**src/rtl/fseq_pkg.sv**
```systemverilog
package fseq_pkg;

    typedef enum logic [3:0] {
        ST_IDLE,
        ST_OPCODE,
        ST_ADDR,
        ST_DUMMY,
        ST_STREAM,
        ST_STATUS,
        ST_WDATA,
        ST_DONE,
        ST_LOCK
    } fseq_state_e;

    localparam logic [7:0] OPC_WREN  = 8'h06;
    localparam logic [7:0] OPC_WRDI  = 8'h04;
    localparam logic [7:0] OPC_RDSR  = 8'h05;
    localparam logic [7:0] OPC_WRSR  = 8'h01;
    localparam logic [7:0] OPC_READ  = 8'h03;
    localparam logic [7:0] OPC_FREAD = 8'h0B;
    localparam logic [7:0] OPC_PROG  = 8'h02;
    localparam logic [7:0] OPC_SERA  = 8'hD7;
    localparam logic [7:0] OPC_BERA  = 8'hD8;
    localparam logic [7:0] OPC_CERA  = 8'hC7;
    localparam logic [7:0] OPC_IDENT = 8'hAB;

    localparam logic [2:0] WOP_NONE = 3'd0;
    localparam logic [2:0] WOP_WEN  = 3'd1;
    localparam logic [2:0] WOP_WDIS = 3'd2;
    localparam logic [2:0] WOP_STW  = 3'd3;
    localparam logic [2:0] WOP_PROG = 3'd4;
    localparam logic [2:0] WOP_SER  = 3'd5;
    localparam logic [2:0] WOP_BER  = 3'd6;
    localparam logic [2:0] WOP_CER  = 3'd7;

endpackage

```
**src/rtl/fseq_pin_front.sv**
```systemverilog
module fseq_pin_front (
    input  logic clk,
    input  logic rst_n,
    input  logic cs_n,
    input  logic sck,
    input  logic hold_n,
    output logic cs_fall,
    output logic cs_rise,
    output logic sck_rise,
    output logic sck_fall,
    output logic held
);
    logic cs_q;
    logic sck_q;
    logic live;

    always_ff @(posedge clk or negedge rst_n) begin
        if (!rst_n) begin
            cs_q  <= 1'b1;
            sck_q <= 1'b0;
            held  <= 1'b0;
        end else begin
            cs_q  <= cs_n;
            sck_q <= sck;
            if (cs_n) begin
                held <= 1'b0;
            end else if (held) begin
                if (hold_n && !sck) held <= 1'b0;
            end else if (!hold_n && !sck) begin
                held <= 1'b1;
            end
        end
    end

    assign cs_fall  = cs_q && !cs_n;
    assign cs_rise  = !cs_q && cs_n;
    assign live     = !cs_n && !cs_q && !held;
    assign sck_rise = live && sck && !sck_q;
    assign sck_fall = live && !sck && sck_q;

endmodule

```
**src/rtl/fseq_out_shift.sv**
```systemverilog
module fseq_out_shift (
    input  logic       clk,
    input  logic       rst_n,
    input  logic       clear,
    input  logic       enable,
    input  logic       sck_fall,
    input  logic       held,
    input  logic [7:0] byte_in,
    output logic       so,
    output logic       so_oe,
    output logic       load
);
    logic [2:0] ocnt;
    logic [6:0] rest;
    logic       drive;

    assign load  = enable && sck_fall && (ocnt == 3'd0);
    assign so_oe = drive && !held;

    always_ff @(posedge clk or negedge rst_n) begin
        if (!rst_n) begin
            ocnt  <= 3'd0;
            rest  <= 7'd0;
            drive <= 1'b0;
            so    <= 1'b0;
        end else if (clear) begin
            ocnt  <= 3'd0;
            drive <= 1'b0;
            so    <= 1'b0;
        end else if (enable && sck_fall) begin
            drive <= 1'b1;
            ocnt  <= 3'(ocnt + 3'd1);
            if (ocnt == 3'd0) begin
                so   <= byte_in[7];
                rest <= byte_in[6:0];
            end else begin
                so   <= rest[6];
                rest <= {rest[5:0], 1'b0};
            end
        end
    end


    so_fall_only_chk: assert property (@(posedge clk) disable iff (!rst_n)
        (so != $past(so)) |-> $past(sck_fall || clear));

endmodule

```
**src/rtl/fseq_req_port.sv**
```systemverilog
module fseq_req_port #(
    parameter int ADDR_W = 17
) (
    input  logic              clk,
    input  logic              rst_n,
    input  logic              commit,
    input  logic [2:0]        kind_in,
    input  logic [ADDR_W-1:0] addr_in,
    input  logic [7:0]        data_in,
    input  logic              op_ack,
    output logic              op_req,
    output logic [2:0]        op_kind,
    output logic [ADDR_W-1:0] op_addr,
    output logic [7:0]        op_data
);
    always_ff @(posedge clk or negedge rst_n) begin
        if (!rst_n) begin
            op_req  <= 1'b0;
            op_kind <= 3'd0;
            op_addr <= '0;
            op_data <= 8'd0;
        end else if (op_req) begin
            if (op_ack) op_req <= 1'b0;
        end else if (commit) begin
            op_req  <= 1'b1;
            op_kind <= kind_in;
            op_addr <= addr_in;
            op_data <= data_in;
        end
    end


    op_hold_chk: assert property (@(posedge clk) disable iff (!rst_n)
        (op_req && !op_ack) |=> (op_req && $stable(op_kind) && $stable(op_addr) && $stable(op_data)));

endmodule

```
**src/rtl/spi_flash_seq.sv**
```systemverilog
module spi_flash_seq
    import fseq_pkg::*;
#(
    parameter int         ADDR_W  = 17,
    parameter int         PAGE_W  = 8,
    parameter logic [7:0] MFR_ID  = 8'h9D,
    parameter logic [7:0] DEV_ID  = 8'h7C,
    parameter logic [7:0] MFR_ID2 = 8'h7F
) (
    input  logic              clk,
    input  logic              rst_n,
    input  logic              cs_n,
    input  logic              sck,
    input  logic              si,
    input  logic              hold_n,
    output logic              so,
    output logic              so_oe,
    output logic              mem_rd,
    output logic [ADDR_W-1:0] mem_addr,
    input  logic [7:0]        mem_rdata,
    input  logic [7:0]        status_in,
    output logic              pg_valid,
    output logic [ADDR_W-1:0] pg_addr,
    output logic [7:0]        pg_data,
    output logic              op_req,
    output logic [2:0]        op_kind,
    output logic [ADDR_W-1:0] op_addr,
    output logic [7:0]        op_data,
    input  logic              op_ack
);
    localparam int ADDR_BYTES = 3;
    localparam int ID_BYTES   = 3;

    fseq_state_e state, state_n;

    logic cs_fall, cs_rise, sck_rise, sck_fall, held, load;
    logic [2:0]        bitcnt;
    logic [1:0]        bytecnt;
    logic [6:0]        shin;
    logic [7:0]        byte_now;
    logic              byte_done;
    logic [7:0]        opcode_q;
    logic [ADDR_W-1:0] addr_q, addr_full, prog_start;
    logic [7:0]        wdata_q, rd_buf, out_byte;
    logic              rd_pend, got_byte;
    logic [1:0]        id_idx;
    logic              commit;
    logic [2:0]        kind;
    logic              shift_en;

    fseq_pin_front u_front (
        .clk(clk), .rst_n(rst_n), .cs_n(cs_n), .sck(sck), .hold_n(hold_n),
        .cs_fall(cs_fall), .cs_rise(cs_rise), .sck_rise(sck_rise),
        .sck_fall(sck_fall), .held(held)
    );

    assign byte_now  = {shin, si};
    assign byte_done = sck_rise && (bitcnt == 3'd7);
    assign addr_full = ADDR_W'({addr_q, byte_now});
    assign shift_en  = (state == ST_STREAM) || (state == ST_STATUS);

    // next state
    always_comb begin
        state_n = state;
        if (cs_rise) begin
            state_n = ST_IDLE;
        end else if (cs_fall) begin
            state_n = ST_OPCODE;
        end else if (byte_done) begin
            unique case (state)
                ST_OPCODE: begin
                    if (status_in[0] && byte_now != OPC_RDSR) begin
                        state_n = ST_LOCK;
                    end else begin
                        case (byte_now)
                            OPC_WREN, OPC_WRDI, OPC_CERA: state_n = ST_DONE;
                            OPC_RDSR:                     state_n = ST_STATUS;
                            OPC_WRSR:                     state_n = ST_WDATA;
                            OPC_READ, OPC_FREAD, OPC_PROG,
                            OPC_SERA, OPC_BERA:           state_n = ST_ADDR;
                            OPC_IDENT:                    state_n = ST_DUMMY;
                            default:                      state_n = ST_LOCK;
                        endcase
                    end
                end
                ST_ADDR: begin
                    if (bytecnt == 2'(ADDR_BYTES - 1)) begin
                        case (opcode_q)
                            OPC_READ:  state_n = ST_STREAM;
                            OPC_FREAD: state_n = ST_DUMMY;
                            OPC_PROG:  state_n = ST_WDATA;
                            default:   state_n = ST_DONE;
                        endcase
                    end
                end
                ST_DUMMY: begin
                    if (opcode_q != OPC_IDENT || bytecnt == 2'(ID_BYTES - 1))
                        state_n = ST_STREAM;
                end
                ST_WDATA: begin
                    if (opcode_q == OPC_WRSR) state_n = ST_DONE;
                end
                ST_IDLE, ST_STREAM, ST_STATUS, ST_DONE, ST_LOCK: state_n = state;
                default: state_n = ST_IDLE;
            endcase
        end
    end

    // state register
    always_ff @(posedge clk or negedge rst_n) begin
        if (!rst_n) state <= ST_IDLE;
        else        state <= state_n;
    end

    // datapath and outputs
    always_ff @(posedge clk or negedge rst_n) begin
        if (!rst_n) begin
            bitcnt     <= 3'd0;
            bytecnt    <= 2'd0;
            shin       <= 7'd0;
            opcode_q   <= 8'd0;
            addr_q     <= '0;
            prog_start <= '0;
            wdata_q    <= 8'd0;
            rd_buf     <= 8'd0;
            rd_pend    <= 1'b0;
            got_byte   <= 1'b0;
            id_idx     <= 2'd0;
            mem_rd     <= 1'b0;
            pg_valid   <= 1'b0;
            pg_addr    <= '0;
            pg_data    <= 8'd0;
        end else begin
            mem_rd   <= 1'b0;
            pg_valid <= 1'b0;
            rd_pend  <= mem_rd;
            if (rd_pend) rd_buf <= mem_rdata;
            if (cs_fall) begin
                bitcnt   <= 3'd0;
                bytecnt  <= 2'd0;
                id_idx   <= 2'd0;
                got_byte <= 1'b0;
            end else if (sck_rise) begin
                bitcnt <= 3'(bitcnt + 3'd1);
                shin   <= {shin[5:0], si};
                if (byte_done) begin
                    bytecnt <= (state_n != state) ? 2'd0 : 2'(bytecnt + 2'd1);
                    if (state == ST_OPCODE) begin
                        opcode_q <= byte_now;
                    end else if (state == ST_ADDR) begin
                        addr_q     <= addr_full;
                        prog_start <= addr_full;
                        if (state_n == ST_STREAM) mem_rd <= 1'b1;
                    end else if (state == ST_DUMMY) begin
                        if (state_n == ST_STREAM && opcode_q != OPC_IDENT) mem_rd <= 1'b1;
                    end else if (state == ST_WDATA) begin
                        if (opcode_q == OPC_WRSR) begin
                            wdata_q <= byte_now;
                        end else begin
                            pg_valid <= 1'b1;
                            pg_addr  <= addr_q;
                            pg_data  <= byte_now;
                            addr_q[PAGE_W-1:0] <= PAGE_W'(addr_q[PAGE_W-1:0] + 1'b1);
                            got_byte <= 1'b1;
                        end
                    end
                end
            end else if (load && state == ST_STREAM) begin
                if (opcode_q == OPC_IDENT) begin
                    id_idx <= (id_idx == 2'(ID_BYTES - 1)) ? 2'd0 : 2'(id_idx + 2'd1);
                end else begin
                    addr_q <= ADDR_W'(addr_q + 1'b1);
                    mem_rd <= 1'b1;
                end
            end
        end
    end

    assign mem_addr = addr_q;

    // output byte source
    always_comb begin
        if (state == ST_STATUS) begin
            out_byte = status_in;
        end else if (opcode_q == OPC_IDENT) begin
            case (id_idx)
                2'd0:    out_byte = MFR_ID;
                2'd1:    out_byte = DEV_ID;
                default: out_byte = MFR_ID2;
            endcase
        end else begin
            out_byte = rd_buf;
        end
    end

    fseq_out_shift u_out (
        .clk(clk), .rst_n(rst_n), .clear(cs_n), .enable(shift_en),
        .sck_fall(sck_fall), .held(held), .byte_in(out_byte),
        .so(so), .so_oe(so_oe), .load(load)
    );

    // request commit
    always_comb begin
        case (opcode_q)
            OPC_WREN: kind = WOP_WEN;
            OPC_WRDI: kind = WOP_WDIS;
            OPC_WRSR: kind = WOP_STW;
            OPC_PROG: kind = WOP_PROG;
            OPC_SERA: kind = WOP_SER;
            OPC_BERA: kind = WOP_BER;
            OPC_CERA: kind = WOP_CER;
            default:  kind = WOP_NONE;
        endcase
    end

    assign commit = cs_rise && (kind != WOP_NONE) &&
                    ((state == ST_DONE) ||
                     (state == ST_WDATA && opcode_q == OPC_PROG && got_byte && bitcnt == 3'd0));

    fseq_req_port #(.ADDR_W(ADDR_W)) u_req (
        .clk(clk), .rst_n(rst_n), .commit(commit), .kind_in(kind),
        .addr_in(opcode_q == OPC_PROG ? prog_start : addr_q), .data_in(wdata_q),
        .op_ack(op_ack), .op_req(op_req), .op_kind(op_kind),
        .op_addr(op_addr), .op_data(op_data)
    );


    ce_idle_chk: assert property (@(posedge clk) disable iff (!rst_n)
        cs_rise |=> (state == ST_IDLE && !so_oe));


    lock_quiet_chk: assert property (@(posedge clk) disable iff (!rst_n)
        (state == ST_LOCK) |-> (!so_oe && !pg_valid && !mem_rd));


    busy_refuse_chk: assert property (@(posedge clk) disable iff (!rst_n)
        (byte_done && state == ST_OPCODE && status_in[0] && byte_now != OPC_RDSR && !cs_rise)
        |=> (state == ST_LOCK));


    pg_on_rise_chk: assert property (@(posedge clk) disable iff (!rst_n)
        pg_valid |-> $past(sck_rise));


    hold_float_chk: assert property (@(posedge clk) disable iff (!rst_n)
        held |-> !so_oe);

endmodule

```
**config.mk**
```make
export PLATFORM = sky130hd
export DESIGN_NAME = spi_flash_seq
export DESIGN_NICKNAME = d
export VERILOG_FILES = /design/src/rtl/fseq_pkg.sv /design/src/rtl/fseq_pin_front.sv /design/src/rtl/fseq_out_shift.sv /design/src/rtl/fseq_req_port.sv /design/src/rtl/spi_flash_seq.sv
export SDC_FILE = /design/constraint.sdc
export NUM_CORES = 1
export LEC_CHECK = 0
export ABC_AREA = 1
export BUFFER_PORTS_ARGS = -buffer_cell sky130_fd_sc_hd__buf_2
export CORE_MARGIN = 2
export CORE_UTILIZATION = 47
export CTS_CLUSTER_SIZE = 30
export DETAILED_ROUTE_END_ITERATION = 6
export PLACE_DENSITY = 0.72
export SETUP_SLACK_MARGIN = 0.4
export SYNTH_ARGS = -nofsm -noshare
export SYNTH_HDL_FRONTEND = slang
export SYNTH_HIERARCHICAL = 1
export SYNTH_SLANG_ARGS = --single-unit
```
**constraint.sdc**
```tcl
create_clock -name clk -period 3 [get_ports clk]
set_input_delay 0.6 -clock clk [delete_from_list [all_inputs] [get_ports clk]]
set_output_delay 0.6 -clock clk [all_outputs]
set_load 0.01 [all_outputs]
```
Yosys cells after proc, flatten, opt, wreduce, memory -nomap -nowiden --
Index checks and enable logic that the tools add are counted.
Storage, ports and cells: register bits after elaboration 149, input port bits 23, output and inout bits 75, word-level logic and storage cells 225
Operators by class: $add $sub $neg 6, eq/ne operators 49, muxes and demuxes 77, bitwise logic cells 7, reduce and logical (&&, ||, !) cells 58
Operator list (number):
- $mux W17 | 6
- $eq A8 B8 Y1 const B | 8
- $mux W8 | 6
- $eq A8 B3 Y1 const B | 5
- $pmux W4 S5 | 2
- $mux W1 | 38
- $eq A8 B2 Y1 const B | 4
- $mux W4 | 7
- $reduce_and A8 Y1 | 3
- $logic_and A1 B1 Y1 | 22
- $pmux W3 S7 | 1
- $eq A4 B3 Y1 const B | 5
- $mux W2 | 9
- $add A17 B1 Y17 const B | 1
- $eq A8 B1 Y1 const B | 2
- $eq A8 B4 Y1 const B | 2
- $pmux W8 S2 | 1
- $ne A2 B2 Y1 const B | 7
- $reduce_bool A2 Y1 | 7
- $mux W3 | 4
- $reduce_or A5 Y1 | 2
- $mux W9 | 1
- $pmux W3 S3 | 1
- $add A8 B1 Y8 const B | 1
- other kinds (30) | 52

Depth between registers and ports, before layout --
Gate-level depths: netlist of the first run.
word-level depth 18, depth in mapped cells 16, mapped depth without buffers 15

Cells and area by module --
Netlist of the first run, hierarchy kept.
By module, submodules not included:
- spi_flash_seq | instances 1, cells each 732, area each 5575.3 um^2, seq. area each 2627.5 um^2
- fseq_req_port | instances 1, cells each 125, area each 1172.4 um^2, seq. area each 725.7 um^2
- fseq_out_shift | instances 1, cells each 90, area each 665.6 um^2, seq. area each 300.3 um^2
- fseq_pin_front | instances 1, cells each 19, area each 138.9 um^2, seq. area each 76.3 um^2

Least setup slack after synthesis of the first run --
OpenSTA, ideal clock, no wires.
kind register -> register, start register opcode_q[4], end register u_req.op_addr[10], setup time 0.117 ns, data arrival time 2.005 ns, data required time 2.883 ns, slack 0.878 ns, stages on the path, launching flop included 13, path buffers 2, clock period less this slack 2.122 ns, cell sequence dfrtp_1 inv_1 nand2_1 nor2_2 inv_1 nor3_4 a41oi_1 nor4_1 nand2_2 buf_6 buf_6 nand2_1 nand2_1
Between the ends: longest elaborated chain between the ends 7, elaborated cells between the ends (all ways) 17, those cells by class eq/ne: 7; mux: 2; reduce/logical: 8
RTL lines:
- start, declared | RTL line spi_flash_seq.sv:42 | logic [7:0] opcode_q;
- start signal, assigned | RTL line spi_flash_seq.sv:149 | opcode_q <= byte_now;
- parallel branches: the longest is 5 deep, another holds $eq A8 B8 Y1
- $logic_and A1 B1 Y1 * | RTL line spi_flash_seq.sv:216 | assign commit = cs_rise && (kind != WOP_NONE) &&
- net commit | RTL line spi_flash_seq.sv:47 | logic commit;
- $reduce_and A2 Y1 (no source line) *
- end signal, assigned | RTL line fseq_req_port.sv:27 | op_addr <= addr_in;
- end, declared | RTL line fseq_req_port.sv:13 | output logic [ADDR_W-1:0] op_addr,
Mark *: on every way through the listed nets, which the timed path passes. A chain may end at the register's enable or synchronous reset.

Worst setup path after layout of the first run --
start register opcode_q[4], end register u_req.op_data[3]
Between the ends: longest elaborated chain between the ends 7, elaborated cells between the ends (all ways) 16, those cells by class eq/ne: 7; mux: 1; reduce/logical: 8
RTL lines:
- parallel branches: the longest is 5 deep, another holds $eq A8 B8 Y1
- $logic_and A1 B1 Y1 * | RTL line spi_flash_seq.sv:216
- net commit | RTL line spi_flash_seq.sv:47
- $reduce_and A2 Y1 (no source line) *
- end signal, assigned | RTL line fseq_req_port.sv:28 | op_data <= data_in;
- end, declared | RTL line fseq_req_port.sv:14 | output logic [7:0] op_data
Marked as above.

==> results of run 1 <==
-- Yosys cell counts, drive strengths merged --
cell,number,area [um^2]
nand2,305,1170
dfrtp,148,3700
o21ai,126,634
inv,113,424
nor2,83,349
nand3,67,345
a21oi,34,200
buf,21,169
clkbuf,13,48.8
nand4,8,50.1
ha,7,87.6
nor3,7,62.6
mux2,5,56.3
o211ai,5,47.5
xor2,5,43.8
nor4,3,18.8
o2111ai,2,17.5
o31ai,2,15.0
or2,2,12.5
a2bb2oi,1,8.76
a31oi,1,6.26
a32oi,1,8.76
a41oi,1,8.76
and3,1,6.26
clkinv,1,8.76
dfstp,1,26.3
nand3b,1,7.51
o21a,1,7.51
o21bai,1,7.51
-- repair_timing --
action                     CTS  global route
hold buffers                 0             0
gates resized for setup      0             4
setup endpoints to repair    0            37
-- flip-flops by register name, indices dropped and copies added (netlist names), 3 cells and up --
signal	count
u_out/ocnt	3
opcode_q	8
state	4
rd_buf	8
u_req/op_addr	17
u_req/op_data	8
u_out/rest	7
u_req/op_kind	3
shin	7
pg_data	8
pg_addr	17
bitcnt	3
mem_addr	17
prog_start	17
wdata_q	8
-- metal layers --
layer | vias to the layer above | wire length, um
met3 | 25 | 1240
met1 | 3019 | 8830
li1 | 3291 | -
met2 | 227 | 8110
met5 | - | 0
met4 | 0 | 370
-- metrics by stage --
step,hold WS (ns),total power [W],cells,util [%],area [um^2]
4_1_cts,0.145,0.00517,1289,55.8,8800
3_3_place_gp,0.380,0.00303,1257,52.0,8210
5_1_grt,0.163,0.00535,1289,55.9,8810
6_report,0.111,0.00514,1289,55.9,8810
3_5_place_dp,0.367,0.00304,1257,52.0,8210
2_1_floorplan,0.304,0.00269,966,-,7550
-- cells by family after synthesis --
group                    Yosys count  share of synthesized area (%)
AND/OR/NAND/NOR                  477                           26.8
AO/OA/AOI/OAI                    175                           12.7
flip-flops                       149                           49.4
buffers and inverters            148                           8.62
adder cells (fa/ha/maj)            7                           1.16
XOR/XNOR                           5                          0.580
multiplexers                       5                          0.745
-- cell type report --
type | count | area share (%)
sequential | 149 | 42.3
inverter | 114 | 4.94
multi-input combinational | 669 | 36.2
timing repair buffer | 109 | 6.75
clock inverter | 14 | 1.86
clock buffer | 18 | 4.87
tap | 216 | 3.07
-- worst paths after layout --
kind | start | end | slack, ns | depth (start not counted)
setup / recovery | opcode_q[4] | u_req/op_data[3] | 0.59 | 11
hold / removal | rst_n | pg_valid | 0.11 | 1
setup reg to reg | opcode_q[4] | u_req/op_data[3] | 0.59 | 11
hold reg to reg | mem_rd | rd_pend | 0.38 | 0
max in group asynchronous | rst_n | pg_addr[13] | 2.07 | 2
min in group clk | sck | u_front/sck_q | 0.32 | 1
-- worst max-delay path, cell delays in order (launching register included) --
cell     delay, ns
dfrtp_1       0.43
inv_1         0.12
nand2_1       0.08
nor2_2        0.14
inv_1         0.09
nor3_4        0.23
a41oi_1       0.18
nor4_2        0.23
buf_4         0.34
nand2_4       0.24
nand2_1       0.14
nand2_1       0.06
-- where the power goes --
group | switching (W) | internal, W
clock | 0.000941 | 0.00119
sequential | 0.000165 | 0.00213
combinational | 0.000498 | 0.000223
==> reports/metrics.csv, run 1 <==
metric,value,unit
pre-CTS setup slack,0.334,ns
startpoint types,register,
most frequent cells in the layout,"nand2_1 (297), dfrtp_1 (148), o21ai_0 (115), inv_1 (103), buf_2 (96)",
hpwl dp,13500,um
global route overflow,0,
RSZ-0062 raised after global routing,yes,
drt wl/cell,14.4,um
routed wire length,18600,um
Clock Tree Buf Depth,2,
CP arrival,2.72,ns
crit share post-route,80.2,%
run status,completed,
Pwr Density,584,nW/um^2
busiest grt layer,met1,
Max VDD drop,0.416,mV
synthesized area per cell,7.82,um^2
Pre-Repair DR Iteration Count,6,
Iter 0 DRT Violations,657,
"crit path setup slack, layout",0.594,ns
Rows,46,
Layout area overhead,16.7,%
CTS tree,built,
Syn. warnings,6,
CP max FO,29,
Routed Antenna Nets,0,
Initial Util,47.9,%
Post-route DRC,0,
initial antenna violation count,0,
register area,3730,um^2
Post-Syn Nets,996,
CTS root buf,clkbuf_16,
vias in the first global route,5898,
largest net degree at the start of global routing,58,
mapped cell area,7550,um^2
minimum clock period,2.41,ns
share of layout cells above drive strength 1,18.1,%
met3 Track Usage GR,4.44,%
via density per instance,5.09,
worst slew pin tran,0.540,ns
met1 Usage GRT,33.1,%
Unique masters post-synth,44,
# Max-Cap Violations,0,
CTS Buf Count,17,
M2 GR Usage,32.9,%
P_leak,4.62,nW
Crit Path Category,register to register,
Fillers,1535,
Tot GR Track Use,22.4,%
Layout Nets,1090,
die extent in y,131,um
Multi-input gate area,3190,um^2
Max Slew Vio Count,0,
first-pass GRT wire length,29600,um
worst path required time,3.32,ns
vias after detailed routing,6562,
die area,17100,um^2
IO Count,98,
Core ar.,15800,um^2
crit end category,register,
n_diodes,0,
clk slew on worst S/H paths,0.07,ns
gpl congestion,0.958,
"Setup violations, final",0,
Hold Crit Class,input pin to asynchronous set/reset pin,
H-Tree Depth,4,
Worst slew margin,64.0,%
fmax,0.416,GHz
"most common cell after layout, fill and taps aside",nand2_1,
I/O Buffers,97,
Setup TNS Final,0,ns
worst-skew pair later-pin latency,0.43,ns
Syn Inst Count,966,
Layout Skew,0.0134,ns
clock sink total,149,
"Seq/Total Area, Yosys",49.4,%
die width,131,um
postcts setup bufs,0,
Yosys reg bits,149,
Final Hold Vio Count,0,
(Power assumes the default switching activity.)
==> inputs of run 2 (changes only) <==
- ABC_AREA: 1 -> 0
- PLACE_DENSITY: 0.72 -> 0.75
- clock period: 3 -> 2.16 ns (I/O delays scaled with it)
==> run 2 against run 1 <==
The flow now finishes with violations (setup timing); total power up 24%; clock power up 26%; combinational power up 14%; critical path depth down 3; sequential power up 26%; register-to-register slack worse by 1.1 ns; sequential share of layout area down 7.3 points; synthesized cell count down 33%; largest cell class is now multi-input gates; largest power group unchanged.
==> reports/metrics.csv, run 2 <==
metric,value,unit,change
Iter 0 DRT Violations,635,,was 657
Post-route DRC,0,,unchanged
vias in the first global route,6399,,was 5898
hpwl dp,13800,um,was 13500 um
sw power,0.00167,W,was 0.00160 W
Unique masters post-synth,69,,was 44
synth cell count leaders,"dfrtp_1 (148), mux2_2 (94), nor2_1 (51)",,"was nand2_1 (297), dfrtp_1 (148), o21ai_0 (115)"
Rows,45,,was 46
Max Slew Vio Count,0,,unchanged
drt wl/cell,20.5,um,was 14.4 um
share of layout cells above drive strength 1,55.2,%,was 18.1%
Layout Skew,0.0105,ns,was 0.0134 ns
clk slew on worst S/H paths,0.06,ns,was 0.07 ns
Util after Layout,69.6,%,was 55.9%
CTS tree,built,,unchanged
vias after detailed routing,6344,,was 6562
CP top delay family,simple AND/OR/NAND/NOR gates,,unchanged
critical path cell sequence,or4_4 -> o21ai_0 -> nor2_1 -> o31a_1 -> a311oi_2 -> buf_4 -> or4b_4 -> a21oi_2,,was inv_1 -> nand2_1 -> nor2_2 -> inv_1 -> nor3_4 -> a41oi_1 -> nor4_2 -> buf_4 -> nand2_4 -> nand2_1 -> nand2_1
post-synthesis adder-cell area fraction,1.18,%,was 1.16%
Layout area overhead,44.3,%,was 16.7%
startpoint types,register,,unchanged
Multi-input gate area,4050,um^2,was 3190 um^2
Yosys reg bits,149,,unchanged
Core ar.,15300,um^2,was 15800 um^2
ys async rst share,100,%,unchanged
violated checks,setup timing,,
Gate power share,12.8,%,was 14.0%
CTS Buf Count,17,,unchanged
Max VDD drop,0.562,mV,was 0.416 mV
CP arrival,3.00,ns,was 2.72 ns
n_diodes,0,,unchanged
register area,3730,um^2,about the same
worst hold slack,0.180,ns,was 0.111 ns
worst path required time,2.51,ns,was 3.32 ns
Post-Synth XOR/XNOR Area,0.474,%,was 0.580%
main combinational cell family by area after synthesis,multiplexers,,was simple AND/OR/NAND/NOR gates
routed wire length,22700,um,was 18600 um
# Max-Cap Violations,0,,unchanged
worst slew pin tran,0.613,ns,was 0.540 ns
Pint,0.00473,W,was 0.00354 W
"Setup violations, final",103,,was 0
Final Hold Vio Count,0,,unchanged
Post-Syn Nets,679,,was 996
"count leader, synth",dfrtp_1,,was nand2_1
"EDFF count, synth",0,,unchanged
sequential power share,45.1,%,was 44.6%
area share of the largest cell type after synthesis,50.1,%,was 49.0%
H-Tree Depth,4,,unchanged
minimum clock period,2.65,ns,was 2.41 ns
die width,129,um,was 131 um
via density per instance,5.73,,was 5.09
I/O Buffers,97,,unchanged
dominant synthesized flop cell,dfrtp_1,,unchanged
CP max stage delay,0.57,ns,was 0.43 ns
Crit Path Category,register to register,,unchanged
die extent in y,129,um,was 131 um
die area,16700,um^2,was 17100 um^2
Initial Util,48.3,%,was 47.9%
clock sink total,149,,unchanged
Worst slew margin,58.6,%,was 64.0%
Clk pwr share,42.0,%,was 41.4%
Clock Tree Buf Depth,2,,unchanged
fmax,0.378,GHz,was 0.416 GHz
crit share post-route,123,%,was 80.2%
crit path buf inv count,1,,was 3
mux contribution to synthesized area,20.3,%,was 0.746%
Pwr Density,600,nW/um^2,was 584 nW/um^2
Fillers,1033,,was 1535
Syn Inst Count,649,,was 966
"crit path setup slack, layout",-0.486,ns,was 0.594 ns
global route overflow,0,,unchanged
Syn. warnings,6,,unchanged
largest net degree at the start of global routing,47,,was 58
P_leak,5.16,nW,was 4.62 nW
gpl congestion,0.911,,was 0.958
synthesized area per cell,11.4,um^2,was 7.82 um^2
Hold Crit Class,input pin to register,,was input pin to asynchronous set/reset pin
largest cells by area after synthesis,"dfrtp_1 (50%), mux2_2 (14%), mux2_4 (4.1%)",,"was dfrtp_1 (49%), nand2_1 (15%), o21ai_0 (7.6%)"
Synth area leader,dfrtp_1,,unchanged
"Seq/Total Area, Yosys",50.4,%,was 49.4%
RSZ-0062 raised after global routing,yes,,unchanged
mapped cell area,7390,um^2,was 7550 um^2
switching fraction of total power,26.1,%,was 31.2%
crit end category,register,,unchanged
"most common cell after layout, fill and taps aside",dfrtp_1,,was nand2_1
Pre-Repair DR Iteration Count,5,,was 6
first-pass GRT wire length,33000,um,was 29600 um
CP max FO,3,,was 29
IO Count,98,,unchanged
worst-skew pair later-pin latency,0.43,ns,about the same
run status,finished with violations,,was completed
Layout Nets,916,,was 1090
CTS root buf,clkbuf_16,,unchanged
Synth Area in Compound Gates,9.73,%,was 12.7%
"Slowest-stage cell, CP",or4_4,,was dfrtp_1
Post-Synth Simple-Gate Area,14.0,%,was 26.8%
most frequent cells in the layout,"dfrtp_1 (145), buf_4 (115), buf_2 (96), mux2_4 (59), mux2_2 (56)",,"was nand2_1 (297), dfrtp_1 (148), o21ai_0 (115), inv_1 (103), buf_2 (96)"
initial antenna violation count,0,,unchanged
Tot GR Track Use,25.3,%,was 22.4%
Power Total,0.00640,W,was 0.00514 W
Routed Antenna Nets,0,,unchanged
-- run 2: repair_timing --
| action | 4_1_cts | 5_1_grt |
|---|---|---|
| setup buffers | 22 | 12 |
| gates cloned | 1 | 6 |
| setup endpoints to repair | 128 | 133 |
| hold buffers | 1 | 0 |
| gates resized for setup | 85 | 51 |
| pin swaps | 24 | 30 |
| endpoints found under the hold margin | 43 | 0 |
-- run 2: metrics by stage --
step                setup TNS (ns)  setup WS, ns  instances  cell area [um^2]
floorplan                   -31.60        -0.557        649              7670
global placement            -28.57        -0.482       1036              9160
detailed placement          -35.13        -0.613       1036              9160
CTS                         -29.25        -0.473       1090             10200
global route                -43.55        -0.601       1108             10700
finish                      -33.81        -0.486       1108             10700
-- run 2: cells by family after synthesis --
group                      count (synthesis)
xor gates and xnor gates                   4
muxes                                    128
and+or+nand+nor                          192
AOI/OAI and AO/OA                        112
DFF                                      149
buffers and inverters                     57
adders and majority gates                  7
-- run 2: final cells by class --
class                           count  area share, %
Inverter                           16          0.563
Tap cell                          211           2.48
Sequential cell                   149           35.0
Clock buffer                       20           4.19
Clock inverter                     10          0.739
Timing Repair Buffer              259           19.1
Multi-Input combinational cell    443           37.9
-- run 2: worst paths after layout --
kind,from,end,slack (ns),depth (start not counted)
max in group asynchronous,rst_n,u_front/cs_q,0.97,3
min reg2reg,mem_rd,rd_pend,0.43,0
max,opcode_q[4],bytecnt[0],-0.49,8
min,op_ack,u_req/op_req,0.18,2
max reg2reg,opcode_q[4],bytecnt[0],-0.49,8
min in group asynchronous,rst_n,u_out/ocnt[0],0.51,2
-- run 2: power by group through the flow --
stage	Clock, W	Sequential, W	Combinational [W]
6_report	0.00269	0.00289	0.000820
3_3_place_gp	0	0.00293	0.000633
2_1_floorplan	0	0.00292	0.000270
3_5_place_dp	0	0.00293	0.000662
4_1_cts	0.00271	0.00289	0.000708
5_1_grt	0.00284	0.00289	0.000864
-- run 2: routing by layer --
layer | vias to the layer above | global-route usage [%] | wire [um] | part of all wire [%]
met5 | - | 0 | 0 | 0
li1 | 2833 | - | - | -
met4 | 0 | 9.11 | 644 | 2.8
met2 | 233 | 42.8 | 11300 | 50
met1 | 3222 | 32.9 | 9590 | 42
met3 | 56 | 4.50 | 1140 | 5.0
